$ cat config.mk
export PLATFORM = sky130hd
export DESIGN_NAME = uart_fifo_irq
export DESIGN_NICKNAME = d
export VERILOG_FILES = /design/src/rtl/ufi_pkg.sv /design/src/rtl/ufi_fifo.sv /design/src/rtl/ufi_rx_timeout.sv /design/src/rtl/ufi_irq_regs.sv /design/src/rtl/uart_fifo_irq.sv
export SDC_FILE = /design/constraint.sdc
export NUM_CORES = 1
export LEC_CHECK = 0
export ABC_AREA = 0
export BUFFER_PORTS_ARGS = -buffer_cell sky130_fd_sc_hd__buf_4
export CAP_MARGIN = 10
export CORE_MARGIN = 2
export CORE_UTILIZATION = 50
export CTS_BUF_LIST = sky130_fd_sc_hd__clkbuf_8
export CTS_CLUSTER_SIZE = 14
export DETAILED_ROUTE_END_ITERATION = 10
export PLACE_DENSITY_LB_ADDON = 0.15
export SYNTH_ARGS = -nofsm -noshare
export SYNTH_HDL_FRONTEND = slang
export SYNTH_SLANG_ARGS = --single-unit
$ cat constraint.sdc
create_clock -name clk -period 4.4 [get_ports clk]
set_clock_uncertainty 0.1 [all_clocks]
set_input_delay 0.66 -clock clk [delete_from_list [all_inputs] [get_ports clk]]
set_output_delay 0.66 -clock clk [all_outputs]
set_load 0.03 [all_outputs]
$ cat src/rtl/ufi_pkg.sv
package ufi_pkg;

  localparam int DATA_W = 8;
  localparam int IRQ_W  = 7;

  // raw interrupt bit positions
  localparam int IB_RXL = 0;
  localparam int IB_TXL = 1;
  localparam int IB_TO  = 2;
  localparam int IB_FRM = 3;
  localparam int IB_PAR = 4;
  localparam int IB_BRK = 5;
  localparam int IB_OVR = 6;

  typedef enum logic [2:0] {
    LVL_HALF    = 3'd0,
    LVL_EIGHTH  = 3'd1,
    LVL_QUARTER = 3'd2,
    LVL_3QUART  = 3'd3,
    LVL_7EIGHTH = 3'd4
  } lvl_code_e;

  typedef struct packed {
    logic              ovr;
    logic              brk;
    logic              par;
    logic              frm;
    logic [DATA_W-1:0] data;
  } rx_entry_t;

  // fill mark in eighths of the depth
  function automatic int unsigned lvl_eighths(input logic [2:0] code);
    case (code)
      LVL_EIGHTH:  return 1;
      LVL_QUARTER: return 2;
      LVL_3QUART:  return 6;
      LVL_7EIGHTH: return 7;
      default:     return 4;
    endcase
  endfunction

  function automatic int unsigned lvl_entries(input logic [2:0] code, input int unsigned depth);
    return (depth * lvl_eighths(code)) / 8;
  endfunction

endpackage

$ cat src/rtl/ufi_fifo.sv
module ufi_fifo #(
  parameter int WIDTH = 8,
  parameter int DEPTH = 16,
  localparam int AW = $clog2(DEPTH),
  localparam int CW = $clog2(DEPTH + 1)
) (
  input  logic             clk,
  input  logic             rst_n,
  input  logic             deep,
  input  logic             push,
  input  logic             pop,
  input  logic             flush,
  input  logic [WIDTH-1:0] wdata,
  output logic [WIDTH-1:0] rdata,
  output logic [CW-1:0]    count,
  output logic             empty,
  output logic             full
);

  logic [WIDTH-1:0] mem [DEPTH];
  logic [AW-1:0]    wr_ptr, rd_ptr;

  function automatic logic [AW-1:0] ptr_inc(input logic [AW-1:0] p);
    return (p == AW'(DEPTH - 1)) ? '0 : p + 1'b1;
  endfunction

  assign empty = (count == '0);
  assign full  = deep ? (count >= CW'(DEPTH)) : (count != '0);
  assign rdata = mem[rd_ptr];

  always_ff @(posedge clk) begin
    if (push && !flush) mem[wr_ptr] <= wdata;
  end

  always_ff @(posedge clk or negedge rst_n) begin
    if (!rst_n) begin
      wr_ptr <= '0;
      rd_ptr <= '0;
      count  <= '0;
    end else if (flush) begin
      wr_ptr <= '0;
      rd_ptr <= '0;
      count  <= '0;
    end else begin
      if (push) wr_ptr <= ptr_inc(wr_ptr);
      if (pop)  rd_ptr <= ptr_inc(rd_ptr);
      case ({push, pop})
        2'b10:   count <= count + 1'b1;
        2'b01:   count <= count - 1'b1;
        default: count <= count;
      endcase
    end
  end


  no_overflow_chk: assert property (@(posedge clk) disable iff (!rst_n) push |-> !full);

  no_underflow_chk: assert property (@(posedge clk) disable iff (!rst_n) pop |-> !empty);

  flush_empties_chk: assert property (@(posedge clk) disable iff (!rst_n) flush |=> empty);

endmodule

$ cat src/rtl/ufi_rx_timeout.sv
module ufi_rx_timeout #(
  parameter int LIMIT = 32,
  localparam int CW = $clog2(LIMIT + 1)
) (
  input  logic clk,
  input  logic rst_n,
  input  logic arrive,
  input  logic empty,
  input  logic tick,
  output logic evt
);

  logic [CW-1:0] quiet_cnt;

  always_ff @(posedge clk or negedge rst_n) begin
    if (!rst_n)                              quiet_cnt <= '0;
    else if (arrive || empty)                quiet_cnt <= '0;
    else if (tick && quiet_cnt < CW'(LIMIT)) quiet_cnt <= quiet_cnt + 1'b1;
  end

  assign evt = !arrive && !empty && tick && (quiet_cnt == CW'(LIMIT - 1));


  arrive_restarts_chk: assert property (@(posedge clk) disable iff (!rst_n) arrive |=> !evt);

endmodule

$ cat src/rtl/ufi_irq_regs.sv
module ufi_irq_regs #(
  parameter int W = 7
) (
  input  logic         clk,
  input  logic         rst_n,
  input  logic [W-1:0] set,
  input  logic [W-1:0] clr,
  input  logic [W-1:0] hw_clr,
  input  logic [W-1:0] mask,
  output logic [W-1:0] raw,
  output logic [W-1:0] masked,
  output logic         irq
);

  logic [W-1:0] raw_d;

  always_comb begin
    for (int b = 0; b < W; b++)
      raw_d[b] = set[b] | (raw[b] & ~clr[b] & ~hw_clr[b]);
  end

  always_ff @(posedge clk or negedge rst_n) begin
    if (!rst_n) raw <= '0;
    else        raw <= raw_d;
  end

  assign masked = raw & mask;
  assign irq    = |masked;

  for (genvar b = 0; b < W; b++) begin : g_chk

    w1c_clear_chk: assert property (@(posedge clk) disable iff (!rst_n)
      (clr[b] && !set[b]) |=> !raw[b]);

    set_wins_chk: assert property (@(posedge clk) disable iff (!rst_n)
      set[b] |=> raw[b]);
  end

endmodule

$ cat src/rtl/uart_fifo_irq.sv
module uart_fifo_irq
  import ufi_pkg::*;
#(
  parameter int DEPTH    = 16,
  parameter int TO_LIMIT = 32
) (
  input  logic              clk,
  input  logic              rst_n,
  input  logic              cfg_fifo_en,
  input  logic [2:0]        cfg_tx_lvl,
  input  logic [2:0]        cfg_rx_lvl,
  input  logic [IRQ_W-1:0]  irq_mask,
  input  logic [IRQ_W-1:0]  irq_clr,
  input  logic              tx_in_valid,
  output logic              tx_in_ready,
  input  logic [DATA_W-1:0] tx_in_data,
  output logic              tx_out_valid,
  input  logic              tx_out_ready,
  output logic [DATA_W-1:0] tx_out_data,
  input  logic              tx_shift_busy,
  input  logic              rx_in_valid,
  input  logic [DATA_W-1:0] rx_in_data,
  input  logic [2:0]        rx_in_err,
  input  logic              rx_bit_tick,
  output logic              rx_out_valid,
  input  logic              rx_out_ready,
  output logic [DATA_W+3:0] rx_out_data,
  output logic              tx_empty,
  output logic              tx_full,
  output logic              rx_empty,
  output logic              rx_full,
  output logic              busy,
  output logic [IRQ_W-1:0]  irq_raw,
  output logic [IRQ_W-1:0]  irq_masked,
  output logic              irq
);

  localparam int CW  = $clog2(DEPTH + 1);
  localparam int RXW = DATA_W + 4;

  logic          fifo_en_q, flush;
  logic [CW-1:0] tx_cnt, rx_cnt, tx_thr, rx_thr;
  logic          tx_push, tx_pop, rx_store, rx_pop, ovr_hit, ovr_pend;
  logic          to_evt;
  rx_entry_t     rx_entry;
  logic [IRQ_W-1:0] irq_set, irq_hw_clr;

  // mode tracking: a falling enable flushes both queues
  always_ff @(posedge clk or negedge rst_n) begin
    if (!rst_n) fifo_en_q <= 1'b0;
    else        fifo_en_q <= cfg_fifo_en;
  end
  assign flush = fifo_en_q && !cfg_fifo_en;

  // fill marks
  always_comb begin
    if (cfg_fifo_en) begin
      tx_thr = CW'(lvl_entries(cfg_tx_lvl, DEPTH));
      rx_thr = CW'(lvl_entries(cfg_rx_lvl, DEPTH));
    end else begin
      tx_thr = '0;
      rx_thr = CW'(1);
    end
  end

  // transmit side
  assign tx_in_ready  = !tx_full && !flush;
  assign tx_push      = tx_in_valid && tx_in_ready;
  assign tx_out_valid = !tx_empty;
  assign tx_pop       = tx_out_valid && tx_out_ready;
  assign busy         = !tx_empty || tx_shift_busy;

  ufi_fifo #(.WIDTH(DATA_W), .DEPTH(DEPTH)) u_tx_fifo (
    .clk   (clk),
    .rst_n (rst_n),
    .deep  (cfg_fifo_en),
    .push  (tx_push),
    .pop   (tx_pop),
    .flush (flush),
    .wdata (tx_in_data),
    .rdata (tx_out_data),
    .count (tx_cnt),
    .empty (tx_empty),
    .full  (tx_full)
  );

  // receive side
  assign rx_store     = rx_in_valid && !rx_full && !flush;
  assign ovr_hit      = rx_in_valid &&  rx_full && !flush;
  assign rx_out_valid = !rx_empty;
  assign rx_pop       = rx_out_valid && rx_out_ready;

  always_ff @(posedge clk or negedge rst_n) begin
    if (!rst_n)        ovr_pend <= 1'b0;
    else if (flush)    ovr_pend <= 1'b0;
    else if (ovr_hit)  ovr_pend <= 1'b1;
    else if (rx_store) ovr_pend <= 1'b0;
  end

  always_comb begin
    rx_entry.ovr  = ovr_pend;
    rx_entry.brk  = rx_in_err[2];
    rx_entry.par  = rx_in_err[1];
    rx_entry.frm  = rx_in_err[0];
    rx_entry.data = rx_in_data;
  end

  ufi_fifo #(.WIDTH(RXW), .DEPTH(DEPTH)) u_rx_fifo (
    .clk   (clk),
    .rst_n (rst_n),
    .deep  (cfg_fifo_en),
    .push  (rx_store),
    .pop   (rx_pop),
    .flush (flush),
    .wdata (rx_entry),
    .rdata (rx_out_data),
    .count (rx_cnt),
    .empty (rx_empty),
    .full  (rx_full)
  );

  ufi_rx_timeout #(.LIMIT(TO_LIMIT)) u_rx_to (
    .clk    (clk),
    .rst_n  (rst_n),
    .arrive (rx_in_valid),
    .empty  (rx_empty),
    .tick   (rx_bit_tick),
    .evt    (to_evt)
  );

  // interrupt sources
  always_comb begin
    irq_set         = '0;
    irq_set[IB_RXL] = !flush && rx_store && !rx_pop && (rx_cnt == rx_thr - CW'(1));
    irq_set[IB_TXL] = !flush && tx_pop && !tx_push && (tx_cnt == tx_thr + CW'(1));
    irq_set[IB_TO]  = to_evt;
    irq_set[IB_FRM] = rx_store && rx_in_err[0];
    irq_set[IB_PAR] = rx_store && rx_in_err[1];
    irq_set[IB_BRK] = rx_store && rx_in_err[2];
    irq_set[IB_OVR] = ovr_hit;
    irq_hw_clr        = '0;
    irq_hw_clr[IB_TO] = rx_empty;
  end

  ufi_irq_regs #(.W(IRQ_W)) u_irq (
    .clk    (clk),
    .rst_n  (rst_n),
    .set    (irq_set),
    .clr    (irq_clr),
    .hw_clr (irq_hw_clr),
    .mask   (irq_mask),
    .raw    (irq_raw),
    .masked (irq_masked),
    .irq    (irq)
  );


  bypass_depth_chk: assert property (@(posedge clk) disable iff (!rst_n)
    (!fifo_en_q && !cfg_fifo_en) |-> (tx_cnt <= CW'(1) && rx_cnt <= CW'(1)));

  overrun_flag_chk: assert property (@(posedge clk) disable iff (!rst_n)
    (rx_in_valid && rx_full && !flush) |=> irq_raw[IB_OVR]);

  drain_clears_to_chk: assert property (@(posedge clk) disable iff (!rst_n)
    rx_empty |=> !irq_raw[IB_TO]);

endmodule

Word-level counts from Yosys, hierarchy flattened
Memories as Yosys holds them, arrays and structs flattened. Index checks and enable logic that the tools add are counted.

Bits in registers: 41. Bits in latches: 0. Bits in writable memories: 320. Bits in read-only memories: 0. Output and inout port bits: 43. Word-level logic and storage cells: 147. Memories: 2.

Memories: u_rx_fifo.mem (depth 16, bits a word 12, rd ports 1, clocked after Yosys merged registers in 0, write ports 1, RTL line ufi_fifo.sv:20) `logic [WIDTH-1:0] mem [DEPTH];`; u_tx_fifo.mem (depth 16, bits a word 8, rd ports 1, clocked after Yosys merged registers in 0, write ports 1, RTL line ufi_fifo.sv:20).

Add/subtract/negate cells: 11. Multiply operators: 0. Divide/modulo/power cells: 0. Magnitude comparators: 3. Eq/ne operators: 19. Shifts and indexed selects: 0. Multiplexer cells: 31. Bitwise gates (word level): 24. Reduce and logical (&&, ||, !) cells: 47.

Operator list (number): 4-bit two-way mux (12); 3-bit one-hot mux with 4 select lines (2); 1-bit logical AND (23); 5-bit two-way mux (4); 5-bit one-hot mux with 2 select lines (2); 4-bit by 1-bit adder with 4-bit output (second input constant) (4); 4-bit equality test (second input constant) (4); 5-bit by 1-bit adder with 5-bit output (second input constant) (3); 5-bit by 1-bit subtractor with 5-bit output (second input constant) (3); 3-bit by 2-bit equality test with 1-bit output (second input constant) (4); 6-bit two-way mux (2); 5-bit equality test (2); 5-bit >= comparator (second input constant) (2); 5-bit logical NOT (2); 2-bit nonzero test (5); 5-bit nonzero test (2); 1-bit logical NOT (9); 1-bit two-way mux (9); 3-bit nonzero test (3); 1-bit AND (8); 1-bit inverter (8); 7-bit AND (1); 1-bit bitwise OR (7); 7-bit OR reduction (1); 8 further kinds (13).

Depth between registers and ports, before layout
Gate-level depths: netlist (run 1).

Depth in word-level cells: 9. Mapped depth: 11.

Cells and area by module
Synthesis (run 1) repeated with hierarchy kept, for this count alone.

Cells, all modules: 902. Area total of the unflattened synthesis: 15319.7 µm².

Modules (own cells, without submodules): ufi_fifo (u_rx_fifo) (times used 1, cells an instance 462, area each 8399.3 µm², sequential area each 6090.8 µm²); ufi_fifo (u_tx_fifo) (times used 1, cells an instance 315, area each 5795.6 µm², sequential area each 4169.0 µm²); uart_fifo_irq (times used 1, cells an instance 62, area each 491.7 µm², sequential area each 50.0 µm²); ufi_irq_regs (times used 1, cells an instance 31, area each 329.1 µm², sequential area each 175.2 µm²); ufi_rx_timeout (times used 1, cells an instance 32, area each 304.0 µm², sequential area each 150.1 µm²).

Least setup slack after synthesis (run 1)
Ideal clock, no wire load.

Kind: input to register. Start: input cfg_fifo_en. End: memory u_tx_fifo.mem[6][0], in the netlist u_tx_fifo.mem[3][0], enable pin. Data arrival time: 2.475 ns. Data required time: 3.905 ns. Slack: 1.431 ns. Stages on the path: 6. Path buffers: 3. Path through: clkbuf_1 > clkbuf_1 > o211a_1 > nand2_1 > clkbuf_1 > nor4_1.

Longest elaborated chain between the ends: 8.

RTL lines: from (decl) (RTL line uart_fifo_irq.sv:9) `input logic cfg_fifo_en,`; 1-bit logical NOT (RTL line uart_fifo_irq.sv:53) `assign flush = fifo_en_q && !cfg_fifo_en;`; 1-bit logical AND (RTL line uart_fifo_irq.sv:53); 1-bit logical NOT (RTL line ufi_fifo.sv:32, uart_fifo_irq.sv:67); 1-bit logical AND (RTL line uart_fifo_irq.sv:67) `assign tx_in_ready = !tx_full && !flush;`; 1-bit logical AND (RTL line uart_fifo_irq.sv:68) `assign tx_push = tx_in_valid && tx_in_ready;`; 1-bit logical AND (*) (RTL line ufi_fifo.sv:32) `if (push && !flush) mem[wr_ptr] <= wdata;`; 1-bit two-way mux (*) (RTL line ufi_fifo.sv:32); 1-bit two-way mux (implied by the code) (*) (RTL line ufi_fifo.sv:32); to (decl) (RTL line ufi_fifo.sv:20).

Mark *: on every way between the ends. The rest lies on a longest branch, timed or not.

Worst setup path in the final report (run 1)
Start: register u_rx_fifo.rd_ptr[1]. End: output rx_out_data[9].

Longest elaborated chain between the ends: 1.

RTL lines: from (decl) (RTL line ufi_fifo.sv:21) `logic [AW-1:0] wr_ptr, rd_ptr;`; from (signal assigned) (RTL line ufi_fifo.sv:46) `if (pop) rd_ptr <= ptr_inc(rd_ptr);`; memory read 16 x 12 bit; to (decl) (RTL line uart_fifo_irq.sv:27) `output logic [DATA_W+3:0] rx_out_data,`.

Every way passes these cells.

==> results.md, run 1 <==
- The first global-routing pass estimated 49.13 mm of wire.
- The buffer cell driving the clock tree root is sky130_fd_sc_hd__clkbuf_8.
- The I/O pin total is 91.
- The sequential standard cell area is 0.01064 mm2.
- The width of the die is 178.1 um.
- The startpoint type of the worst setup path is a flip-flop.
- The routability congestion estimate is around 0.76.
- The post-synthesis instance area is between 0.015 and 0.02 mm2.
- Setup slack closes at ~700 ps.
- The number of buffer and inverter instances along the worst setup path is 2.
- In this run the power density over the cells is 565.2 mW/mm2.
- The number of hold violations in the final report is 0.
- The post-route DRC violation count is 0.
- The clock latency on the worst-skew pair is a little under 600 ps.
- The number of clock buffers added by TritonCTS is 58.
- The worst hold path belongs to the class input port to flip-flop.
- The effective utilization at floorplan is about half.
- The initial antenna violation count is 0.
- Clock-pin slew was measured on the worst setup and hold paths at ~60 ps.
- The share of layout cells above drive strength 1 is between 20% and 30%.
- Yosys attributes the largest share of cell area to sky130_fd_sc_hd__edfxtp_1, sky130_fd_sc_hd__dfrtp_1, sky130_fd_sc_hd__mux4_2.
- The floorplan step defined a die boundary enclosing ~0.032 mm2.
- The area taken by multi-input logic gates is roughly 0.0042 mm2.
- The setup path with the least slack is of type flip-flop to primary output.
- The endpoint class of the critical path is a primary output.
- Max-cap violations in this run came to 0.
- The placeable core area is ~0.03 mm2.
- The count of flip-flops with a built-in enable after synthesis is 320.
- Summed over all nets, the half-perimeter wirelength after detailed placement is approximately 20 mm.
- In the routed layout, each cell is associated on average with a via count of roughly 5.7.
- On the worst path, the slowest cell contributes a delay of roughly 670 ps.
- The repair_antennas step left the layout with diodes totalling 0.
- The count of standard-cell rows is 63.
- For this block, the via count after detailed routing is around 8,500.
- The wire length after detailed routing is roughly 32 mm.
- The maximum number of pins on one net before global-route repair is 48.
- Once detail routing completed, the nets flagged for antenna violations numbered 0.
- The worst path in the final design needs a cycle of around 3700 ps, including I/O delays and setup.
- The first detailed-routing pass ran for 5 iterations.
- The area added between synthesis and finish is 14.45%.
- The number of pins with negative max-slew slack in the final report came to 0.
- At the end of the flow, the number of nets in the layout was ~1,100.
- During placement, the flow inserted port buffers numbering 90.
- The post-cts sizing count is 0.
- After detailed placement, the total cell area comes to between 0.015 and 0.02 mm2.
- The vertical extent of the die is ~180 um.
- The fraction of synthesized cell area taken by the top area cell type is a little under two thirds.
- The worst path arrival time is 2940 ps.
- Traced cell by cell, the critical path runs through buf_4 > and2_1 > a221oi_1 > a22oi_1 > nand2_1 > buf_4.
- The total negative slack for setup checks is 0 ps.
- For this run, the total global-route usage over all layers was measured as 20.54%.
- The overflow left after global routing is 0.
- The top cell type by total area after synthesis is sky130_fd_sc_hd__edfxtp_1.
- Of all nets on the critical path, the largest fanout is 13.
- The largest individual stage delay along the critical path comes from the cell sky130_fd_sc_hd__and2_1.
- In this design, the critical path's most frequently occurring cell is sky130_fd_sc_hd__buf_4.
- The number of different library cells in the post-synthesis netlist is 63.
- The hold slack is 155.6 ps.
- For this design the static power due to leakage is 0.006151 uW.
- CTS saw between 300 and 400 sinks.
- TritonCTS built the clock tree.
- For this run, the leading register cell type out of synthesis is sky130_fd_sc_hd__edfxtp_1.
- The quantity of hold-fixing buffers added after cts is 1.
- The post-synthesis cell count is 947.
- The warning count from the yosys run is 0.
- After filler insertion, the fill cell instance count of the layout stands at about 2,300.
- The average size of a mapped cell is between 15 and 20 um2.
- After synthesis, flip-flops and latches occupy between 70% and 80% of the total area.
- The summed area of non-filler cells in the final layout is 0.01735 mm2.
- Of the available clock period, the critical path in the final layout requires 84.11%.
- Before CTS, the worst setup slack after placement is 1179 ps.
- No sink is reached through more buffers than the 3 on the longest clock path.
- The highest clock rate is around 0.27 GHz.
- The highest ir drop seen on vdd is 0.3748 mV.
- The synthesis-stage register bit count is 361.
- For the worst setup path, the data required time is 3640 ps.
- After synthesis, the share of flip-flops with an asynchronous set or reset is a little under an eighth.
- The completed layout was analyzed and its total power is 9805 uW.
- In this run the post-CTS setup repair buffer count came out at 0.
- The kind of cell with the highest combined delay along the critical path is simple AND/OR/NAND/NOR gates.
- Synthesis produced a netlist with a net count of slightly above 1,000.
- Setup repair after global routing left no endpoint under its margin.
- The first routing iteration left a little over 600 violations.
- The number of global-route vias before repair is between 8,000 and 9,000.
- Setup violations remaining at the end of the flow were counted as 0.
- The run finished with clean final reports.
- The H-tree depth is 2.
- The routed length per instance is 21.35 um.
- The transition time at the pin with the least slew margin is between 1000 and 1500 ps.
- The worst pin sits at a relative slew slack of between 30% and 40%.
==> worst reg2reg max path: stages (launching register included) <==
cell	delay, ps
sky130_fd_sc_hd__dfrtp_1	440
sky130_fd_sc_hd__nor4_1	520
sky130_fd_sc_hd__a21boi_0	380
sky130_fd_sc_hd__o21ai_0	240
sky130_fd_sc_hd__inv_1	140
sky130_fd_sc_hd__ha_1	330
sky130_fd_sc_hd__nor2b_1	140
sky130_fd_sc_hd__o21ai_0	240
sky130_fd_sc_hd__and2_1	190
sky130_fd_sc_hd__a31oi_1	90
sky130_fd_sc_hd__o31ai_1	230
==> registers in the layout (all words and copies together), names as in the netlist <==
signal,flops
u_rx_fifo.wr_ptr,4
u_rx_fifo.rd_ptr,4
u_irq.raw,7
u_tx_fifo.mem,128
fifo_en_q,1
ovr_pend,1
u_rx_to.quiet_cnt,6
u_tx_fifo.rd_ptr,4
u_tx_fifo.wr_ptr,4
u_rx_fifo.count,5
u_tx_fifo.count,5
u_rx_fifo.mem,192
==> layout make-up <==
type                            instances  share of cell area (%)
Multi-Input combinational cell        510                   24.43
Clock buffer                           61                   4.840
Timing Repair Buffer                  109                   4.803
Inverter                               25                  0.5409
Tap cell                              390                   2.813
Sequential cell                       361                   61.33
Clock inverter                         45                   1.241
==> worst paths after layout <==
| check | start | endpoint | slack [ps] | cells after the start |
|---|---|---|---|---|
| hold reg to reg | u_rx_to.quiet_cnt[5]$_DFFE_PN0P_ | u_rx_to.quiet_cnt[5]$_DFFE_PN0P_ | 410 | 2 |
| max in group asynchronous | rst_n | u_rx_fifo.rd_ptr[0]$_DFFE_PN0P_ | 3250 | 2 |
| hold / removal | irq_clr[3] | u_irq.raw[3]$_DFF_PN0_ | 160 | 2 |
| min in group asynchronous | rst_n | u_irq.raw[1]$_DFF_PN0_ | 520 | 2 |
| setup / recovery | u_rx_fifo.rd_ptr[1]$_DFFE_PN0P_ | rx_out_data[9] | 700 | 6 |
| setup reg to reg | u_tx_fifo.count[1]$_DFFE_PN0P_ | u_tx_fifo.count[4]$_DFFE_PN0P_ | 1270 | 10 |
==> logic make-up after synthesis <==
group | share of synthesized area, %
flip-flops | 70.17
multiplexers | 11.86
AO/OA/AOI/OAI | 7.785
AND/OR/NAND/NOR | 5.869
adder cells (fa/ha/maj) | 1.370
XOR/XNOR | 0.9245
buffers and inverters | 2.022
==> where the power goes <==
| group | switching [uW] | internal (uW) | total (uW) |
|---|---|---|---|
| registers | 330 | 3930 | 4260 |
| clock network | 1270 | 1340 | 2610 |
| logic | 1620 | 1310 | 2930 |
| total | 3220 | 6580 | 9810 |
==> placed cells by master, fill, tap and decap left out, types with 2 or more instances in the layout <==
cell,instances
sky130_fd_sc_hd__edfxtp_1,320
sky130_fd_sc_hd__buf_4,107
sky130_fd_sc_hd__mux2i_1,66
sky130_fd_sc_hd__clkbuf_8,61
sky130_fd_sc_hd__o21ai_0,52
sky130_fd_sc_hd__nand2_1,51
sky130_fd_sc_hd__inv_1,44
sky130_fd_sc_hd__mux4_2,40
sky130_fd_sc_hd__a21oi_1,39
sky130_fd_sc_hd__dfrtp_1,39
sky130_fd_sc_hd__nor2_1,36
sky130_fd_sc_hd__and2_1,23
sky130_fd_sc_hd__mux2_2,21
sky130_fd_sc_hd__a22oi_1,21
sky130_fd_sc_hd__a221oi_1,20
sky130_fd_sc_hd__clkinv_1,17
sky130_fd_sc_hd__ha_1,15
sky130_fd_sc_hd__xnor2_1,12
sky130_fd_sc_hd__and3_1,11
sky130_fd_sc_hd__nand3_1,9
sky130_fd_sc_hd__nor3_1,9
sky130_fd_sc_hd__or4_1,7
sky130_fd_sc_hd__nand2b_1,7
sky130_fd_sc_hd__a31oi_1,6
sky130_fd_sc_hd__clkinv_2,6
sky130_fd_sc_hd__nor4_1,5
sky130_fd_sc_hd__a21o_1,5
sky130_fd_sc_hd__xor2_1,4
sky130_fd_sc_hd__nand3b_1,3
sky130_fd_sc_hd__nor2b_1,3
sky130_fd_sc_hd__a311oi_1,3
sky130_fd_sc_hd__nor2b_2,2
sky130_fd_sc_hd__o211ai_1,2
sky130_fd_sc_hd__or3_1,2
sky130_fd_sc_hd__nand4_1,2
sky130_fd_sc_hd__and4_1,2
sky130_fd_sc_hd__o32ai_1,2
sky130_fd_sc_hd__o31ai_1,2
==> metal layers <==
metal | share of wire, % | wire length, um | GRT usage (%)
met5 | 0 | 0 | 0
met2 | 51 | 16270 | 35.38
met1 | 43 | 13810 | 27.21
met4 | 2.2 | 700 | 6.148
met3 | 3.9 | 1252 | 2.941
==> synth_stat cells, types with 7 or more instances <==
library cell / instances
sky130_fd_sc_hd__and2_1: 23
sky130_fd_sc_hd__mux2i_1: 66
sky130_fd_sc_hd__a21oi_1: 39
sky130_fd_sc_hd__a221oi_1: 20
sky130_fd_sc_hd__nand2b_1: 7
sky130_fd_sc_hd__dfrtp_1: 41
sky130_fd_sc_hd__nor2_1: 36
sky130_fd_sc_hd__o21ai_0: 52
sky130_fd_sc_hd__clkbuf_1: 35
sky130_fd_sc_hd__nand2_1: 51
sky130_fd_sc_hd__a22oi_1: 21
sky130_fd_sc_hd__xnor2_1: 12
sky130_fd_sc_hd__buf_1: 9
sky130_fd_sc_hd__nor3_1: 10
sky130_fd_sc_hd__or4_1: 7
sky130_fd_sc_hd__mux4_2: 40
sky130_fd_sc_hd__ha_1: 15
sky130_fd_sc_hd__and3_1: 11
sky130_fd_sc_hd__mux2_2: 21
sky130_fd_sc_hd__edfxtp_1: 320
sky130_fd_sc_hd__inv_1: 25
sky130_fd_sc_hd__nand3_1: 9
==> through the flow <==
step,std cells,util (%)
2_1_floorplan,947,-
3_3_place_gp,1394,54.79
3_5_place_dp,1394,54.79
4_1_cts,1501,58.38
5_1_grt,1501,58.38
6_report,1501,58.38
Note: power is estimated with default switching activity, not from simulation.
==> inputs of run 2 (changes only) <==
- clock period: 4.4 -> 3 ns (I/O delays scaled with it)
==> run 2 against run 1 <==
First-iteration DRC count grew 8.2%; design area grew 4.9%; utilization grew 2.9 points; largest cell class unchanged; combinational power grew 84%; via count grew 3.3%; total power grew 55%; global-route usage grew 0.63 points; largest power group unchanged; critical path depth is the same; non-clock buffer count grew 61; register-to-register slack lost 1000 ps; sequential cell count is the same.
==> results.md, run 2 (synthesis gave the netlist of run 1 again) <==
- The run finished with clean final reports.
- Data on the critical path arrives at its endpoint at 2410 ps.
- For the finished layout, the period the worst path requires is 2958 ps.
- Data on the critical path is required at its endpoint by ~2500 ps.
- In the layout the commonest cells are sky130_fd_sc_hd__edfxtp_1, sky130_fd_sc_hd__buf_4, sky130_fd_sc_hd__mux2i_1.
- After detailed routing, the number of remaining DRC violations is 0.
- The remaining antenna violation count after routing is 0.
- The detailed router's first-iteration violation count is 670.
- In this run the clock root is driven by a sky130_fd_sc_hd__clkbuf_8.
- The count of standard-cell rows is 63.
- The number of pins with negative max-slew slack in the final report is 0.
- The sum of internal, switching and leakage power is 15,220 uW.
- The sequential standard cell area is roughly 0.011 mm2.
- The layout has 2,177 filler cells.
- The number of hold violations in the final report is 0.
- Setup repair after global routing could not meet its margin everywhere.
- The worst stage delay on the critical path is 560 ps.
- The area taken by multi-input logic gates is roughly 0.0044 mm2.
- The fraction of power spent switching nets is 33.18%.
- For this design the top-level I/O count stands at 91.
- The setup violation total in the final timing report is 0.
- The analysis attributes to net switching a power of 5051 uW.
- The TritonCTS clock tree is done.
- The portion of total power attributed to combinational logic is around 36%.
- After floorplanning, the core was sized to cover about 0.03 mm2.
- In this run the power density over the cells is approximately 840 mW/mm2.
- The startpoint of the worst register-to-register path is u_rx_fifo.count[3]$_DFFE_PN0P_.
- For the pin with the worst max-slew slack, the measured transition is approximately 660 ps.
- Across the run, the number of max-cap violations was 0.
- Static timing analysis puts the maximum clock frequency at around 0.34 GHz.
- The total instance count after detailed placement is approximately 1,400.
- After clock tree synthesis, the clock-pin slew on the worst setup and hold paths is roughly 60 ps.
- 0 antenna diodes ended up in the layout.
- The worst max-slew margin expressed relative to the limit is ~56%.
- The detailed-placement wirelength estimate is 20.73 mm.
- TritonCTS created 57 clock buffers.
- The internal portion of the total power is between 10,000 and 15,000 uW.
- The number of global-route vias before repair came to 8,941.
- In the final layout, the registers with the most flip-flops are u_rx_fifo.mem: 192 flops, u_tx_fifo.mem: 128 flops, u_irq.raw: 7 flops.
- For this design the static power due to leakage is 0.006544 uW.
- The worst hold-check path type is input port to flip-flop.
- Clock latency on the worst-skew pair, taken at its later pin, is 600 ps.
- Routability-driven placement finished with a final weighted congestion of ~0.76.
- Wires add up to ~33 mm.
- Walking the worst path, the cells encountered are buf_12 > clkbuf_16 > mux4_2 > a22oi_2 > nand2_1 > buf_6.
- The worst setup path endpoint is rx_out_data[3].
- The most critical setup path has its startpoint at u_rx_fifo.rd_ptr[0]$_DFFE_PN0P_.
- Once layout is complete, the cells apart from fillers number around 1,600.
- The endpoint of the worst-slack reg-to-reg timing path is u_rx_fifo.count[4]$_DFFE_PN0P_.
- Measured in cells, the most critical reg-to-reg path has a length of 8.
- The clock net in this run drives a total of about 360 sinks.
- After the last flow step, the layout net total stands at between 1,000 and 1,500.
- The maximum number of pins on one net before global-route repair is 42.
- The vertical extent of the die is around 180 um.
- The part of the power in the clock network is roughly a quarter.
- Global routing consumed, over all layers together, between 20% and 30% of the routing resources.
- The area added between synthesis and finish is 20.05%.
- u_rx_fifo.mem holds more flip-flops than any other register.
- The part of the power in registers is around two fifths.
- The effective utilization at floorplan is ~51%.
- The number of iterations in the first detailed-routing pass is 6.
- The post-place setup slack is 291.3 ps.
- The cell with the largest stage delay on the worst path is sky130_fd_sc_hd__dfrtp_4.
- Cells with a size suffix above 1 make up between 20 and 30% of the layout.
- STA classifies the critical path startpoint as a flip-flop.
- After detailed routing, the number of vias per cell comes to around 5.6.
- The endpoint class of the critical path is a primary output.
- The post-route clock period utilization is 98.59%.
- The register with the most flip-flops in the layout has roughly 190 of them.
- The floorplan step set the die width to around 180 um.
- The die covers 0.03172 mm2.
- The hold slack is approximately 63 ps.
- Input and output buffers added on the ports amount to 90.
- For flop-to-flop paths, the worst setup slack is 270 ps.
- The startpoint-to-endpoint class of the critical path is flip-flop to primary output.
- CTS built an H-tree with a depth of 2.
- The highest ir drop seen on vdd is 0.4208 mV.
- In this run the worst path has a maximum fanout of 8.
- The final route contains between 8,000 and 9,000 vias.
- Across all setup checks in the final design, the least slack found is 42.16 ps.
- The most common cell after layout, fill and taps aside is sky130_fd_sc_hd__edfxtp_1.
- Counting along the longest clock path gives a buffer depth of 3.
- The initial antenna violation count was 0.
- For this run the aggregate overflow at the end of global routing stands at 0.
- The routed length per instance is ~21 um.
- The wire length of the first global-routing pass is slightly above 50 mm.
## run 2: cell types whose count changed in the layout (fill, tap and decap cells not counted), sizes merged
cell         before  now
inv              46   44
bufinv            1    0
dlygate4sd3       1    7
clkbuf           61   64
buf             108  159
clkinv           23   27
## run 2: how the worst min path moves through the flow
stage / startpoint / to / cells after the start
final: rx_in_valid / ovr_pend$_DFFE_PN0P_ / 3
after global routing: rx_in_valid / ovr_pend$_DFFE_PN0P_ / 3
after CTS: rx_in_valid / ovr_pend$_DFFE_PN0P_ / 3
after detailed placement: rst_n / u_tx_fifo.count[2]$_DFFE_PN0P_ / 1
after global placement: rst_n / u_tx_fifo.count[2]$_DFFE_PN0P_ / 1
after floorplan: rst_n / fifo_en_q$_DFF_PN0_ / 0
## run 2: final cells by class
cell class              count  share of cell area [%]
repair buffers            170                   8.458
clock buffers              60                   4.538
flip-flops and latches    361                   58.50
clock inverters            46                   1.073
multi-input cells         510                   24.24
inverters                  25                  0.5157
well taps                 390                   2.682
## run 2: through the flow
step | instance area, um2 | util, % | setup TNS (ps)
4_1_cts | 17880 | 60.17 | -140.3
3_5_place_dp | 16580 | 55.80 | 0
5_1_grt | 18200 | 61.23 | -334.5
2_1_floorplan | 15160 | - | 0
3_3_place_gp | 16580 | 55.80 | 0
6_report | 18200 | 61.23 | 0
## run 2: power by group through the flow
stage	clock network (uW)	registers (uW)	logic, uW
2_1_floorplan	0	6050	3280
3_3_place_gp	0	6180	4670
3_5_place_dp	0	6190	4720
4_1_cts	3800	6090	5050
5_1_grt	4050	6140	5800
6_report	3720	6100	5400
## run 2: layer usage
layer | wire, um | track usage, % | vias up
met5 | 0 | 0 | -
met3 | 1567 | 3.133 | 60
met2 | 16720 | 35.74 | 226
met1 | 14240 | 28.47 | 4389
li1 | - | - | 4089
met4 | 797 | 6.762 | 0
## run 2: critical path, delay by kind of cell, from the launching register on
kind / cells / cell delay (ps)
flip-flops: 1 / 560
multiplexers: 1 / 520
buffers and inverters: 3 / 450
AO/OA/AOI/OAI: 1 / 190
AND/OR/NAND/NOR: 1 / 80
## run 2: timing repair
action,CTS,global route
pin swaps,1,19
gates cloned,3,4
setup endpoints to repair,17,18
endpoints found under the hold margin,47,0
setup buffers,6,11
resized for setup,16,71
hold buffers,7,0
==> inputs of run 3 (changes only) <==
- PLACE_DENSITY: default -> 0.74
- PLACE_DENSITY_LB_ADDON: 0.15 -> default
- REMOVE_ABC_BUFFERS: default -> 1
==> run 3 against run 2 <==
The run now ends with negative setup slack left; die area is the same; critical path type unchanged; sequential power about the same; total power down 0.21%; largest power group unchanged.
==> results.md, run 3 (synthesis gave the netlist of run 1 again) <==
- between 90 and 100 I/O pins were placed.
- In the routed layout, each cell is associated on average with a via count of 5.741.
- The final reports fail on negative setup slack.
- The startpoint type of the worst setup path is a flip-flop.
- The post-route core utilization is 60.97%.
- Once detail routing completed, the nets flagged for antenna violations numbered 0.
- The detailed router's first-iteration violation count is between 700 and 800.
- The worst hold path begins at tx_in_data[7].
- The endpoint identified for the worst register-to-register timing path is u_rx_fifo.mem[8][7]$_DFFE_PP_.
- Row generation in the floorplan step produced 63 rows.
- In this run the critical register-to-register path is launched from u_rx_fifo.count[2]$_DFFE_PN0P_.
- Setup violations remaining at the end of the flow were counted as 1.
- The kind of cell adding the most delay to the critical path is buffers and inverters.
- Fill cells in the final layout number 2,143.
- The sum of internal, switching and leakage power is approximately 15,000 uW.
- The number of buffers inserted during clock tree synthesis is between 50 and 60.
- STA classifies the critical path endpoint as a primary output.
- Walking the worst path, the cells encountered are buf_12 > buf_12 > buf_16 > mux2i_2 > a221oi_2 > a22oi_1 > nand2_1 > buf_6.
- The post-layout net count is roughly 1,200.
- The worst hold-check path type is input port to flip-flop.
- The via total after detailed routing is 8,893.
- The area of the die is 0.03172 mm2.
- The library cells used most frequently in the layout, excluding fill and tap cells, are sky130_fd_sc_hd__edfxtp_1, sky130_fd_sc_hd__buf_4, sky130_fd_sc_hd__mux2i_1.
- Data on the critical path arrives at its endpoint at ~2500 ps.
- Counting instances, the worst hold path has a depth of 1.
- Headroom to the max-slew limit came out at between 50% and 60%.
- The H-tree was split into 2 levels.
- The core region is slightly below 0.03 mm2.
- In this run the static leakage power is 0.006483 uW.
- The initial antenna violation count is 0.
- The buffer cell driving the clock tree root is sky130_fd_sc_hd__clkbuf_8.
- The number of pins with negative max-slew slack in the final report came to 0.
- The most common cell after layout, fill and taps aside is sky130_fd_sc_hd__edfxtp_1.
- The most frequent cell on the critical path is sky130_fd_sc_hd__buf_12.
- Relative to the synthesized area, the layout overhead comes to 19.54%.
- The slowest stage of the critical path is the sky130_fd_sc_hd__dfrtp_4 cell.
- Setup repair after global routing could not meet its margin everywhere.
- By startpoint and endpoint, the worst setup path is classified as flip-flop to primary output.
- The clock net sink count is ~360.
- The largest registers in the layout are u_rx_fifo.mem: 192 flops, u_tx_fifo.mem: 128 flops, u_irq.raw: 7 flops.
- The maximum number of pins on one net before global-route repair is 42.
- The number of port buffers is 90.
- The power density relative to cell area is between 800 and 900 mW/mm2.
- The clock latency on the worst-skew pair is ~600 ps.
- In the global route stage, overall resource usage came out at between 20% and 30%.
- The first global-routing pass estimated 49.59 mm of wire.
- The run finished, with violations left.
- The highest ir drop seen on vdd is around 0.57 mV.
- Data on the critical path is required at its endpoint by roughly 2500 ps.
- The number of hold violations in the final report is 0.
- The transition time at the pin with the least slew margin is 613.8 ps.
- The critical path contains buffers and inverters numbering 4 combined.
- For this run the aggregate overflow at the end of global routing stands at 0.
- The hold-critical path endpoint is u_tx_fifo.mem[2][7]$_DFFE_PP_.
- After clock tree synthesis, the clock-pin slew on the worst setup and hold paths is about 60 ps.
- The minimum setup slack among reg-to-reg paths is between 200 and 300 ps.
- The number of global-route vias before repair is around 9,000.
- Dividing the detail-routed wire length by the instance count gives 20.88 um.
- The number of flip-flops under the largest register name is 192.
- The worst stage delay on the critical path is 480 ps.
- After detailed routing, the number of remaining DRC violations is 0.
- For the worst flop-to-flop path, the logic depth is 6.
- TritonCTS built the clock tree.
- The effective utilization at floorplan is around half.
- Derived from the worst setup path, the maximum achievable clock frequency is 0.3332 GHz.
- The die is roughly 180 um wide.
- The vertical extent of the die is roughly 180 um.
- The congestion estimate from routability-driven global placement came to roughly 0.75.
- The detailed-placement wirelength estimate is a little over 20 mm.
- The number of iterations in the first detailed-routing pass is 5.
- The wire length after detailed routing is between 30 and 40 mm.
- The max capacitance violation total is 0.
- More flip-flops sit in one register than any other, and that register is u_rx_fifo.mem.
- Prior to clock tree synthesis, the placed netlist has a worst setup slack of around 280 ps.
- The final worst setup slack is -0.9086 ps.
- No sink is reached through more buffers than the 3 on the longest clock path.
- The share of layout cells above drive strength 1 is 28.56%.
- After layout, the minimum clock period comes to roughly 3000 ps.
- Along the worst path, the maximum fanout reaches 11.
- The post-route clock period utilization is 100.0%.
- The number of antenna diodes in the final layout is 0.
-- run 3: cell types whose count changed in the layout (fill, tap and decap cells not counted), sizes merged --
| cell | before | now |
|---|---|---|
| bufinv | 0 | 2 |
| inv | 44 | 43 |
| clkinvlp | 0 | 2 |
| clkbuf | 64 | 57 |
| buf | 159 | 151 |
| clkinv | 27 | 26 |
-- run 3: timing repair --
action | in CTS | in global routing
hold buffers | 7 | 0
hold endpoints to repair | 47 | 0
setup buffers | 5 | 10
resized for setup | 11 | 55
endpoints found under the setup margin | 19 | 20
cloned | 3 | 1
pin swaps | 1 | 20
-- run 3: worst max-delay path by stage --
stage | slack [ps] | cells after the start | from | end
after floorplan | -1120 | 3 | u_rx_fifo.rd_ptr[0]$_DFFE_PN0P_ | rx_out_data[0]
after global placement | 330 | 8 | u_rx_fifo.count[2]$_DFFE_PN0P_ | u_rx_fifo.count[4]$_DFFE_PN0P_
after detailed placement | 280 | 8 | u_rx_fifo.count[2]$_DFFE_PN0P_ | u_rx_fifo.count[4]$_DFFE_PN0P_
after CTS | -40 | 7 | u_rx_fifo.rd_ptr[1]$_DFFE_PN0P_ | rx_out_data[2]
after global routing | -60 | 8 | u_rx_fifo.rd_ptr[0]$_DFFE_PN0P_ | rx_out_data[1]
final | -0.9 | 8 | u_rx_fifo.rd_ptr[0]$_DFFE_PN0P_ | rx_out_data[1]
-- run 3: metal layers --
layer	routed length, um	vias to the layer above	global-route usage (%)
li1	-	4065	-
met1	13140	4519	26.29
met2	16960	248	35.77
met3	1566	61	3.389
met4	680	0	6.762
met5	0	-	0
-- run 3: stage by stage --
step	cell area, um2	std cells	hold slack, ps	TNS (ps)
3_5_place_dp	16530	1420	381.8	0
6_report	18120	1549	56.24	-0.9086
3_3_place_gp	16530	1420	375.7	0
4_1_cts	17820	1539	24.48	-140.7
5_1_grt	18120	1549	37.57	-294.5
2_1_floorplan	14940	896	54.41	-18450
-- run 3: report_power, final --
group	switching [uW]	internal, uW
clock	1870	1920
combinational	2850	2470
sequential	307	5770
-- run 3: area by class of cell --
class | count | area, um2 | share of cell area [%]
Multi-Input combinational cell | 510 | 4407 | 24.32
Tap cell | 390 | 488.0 | 2.693
Clock inverter | 48 | 259.0 | 1.429
Timing Repair Buffer | 159 | 1456 | 8.038
Inverter | 25 | 93.84 | 0.5179
Sequential cell | 361 | 10640 | 58.75
Clock buffer | 56 | 770.7 | 4.254
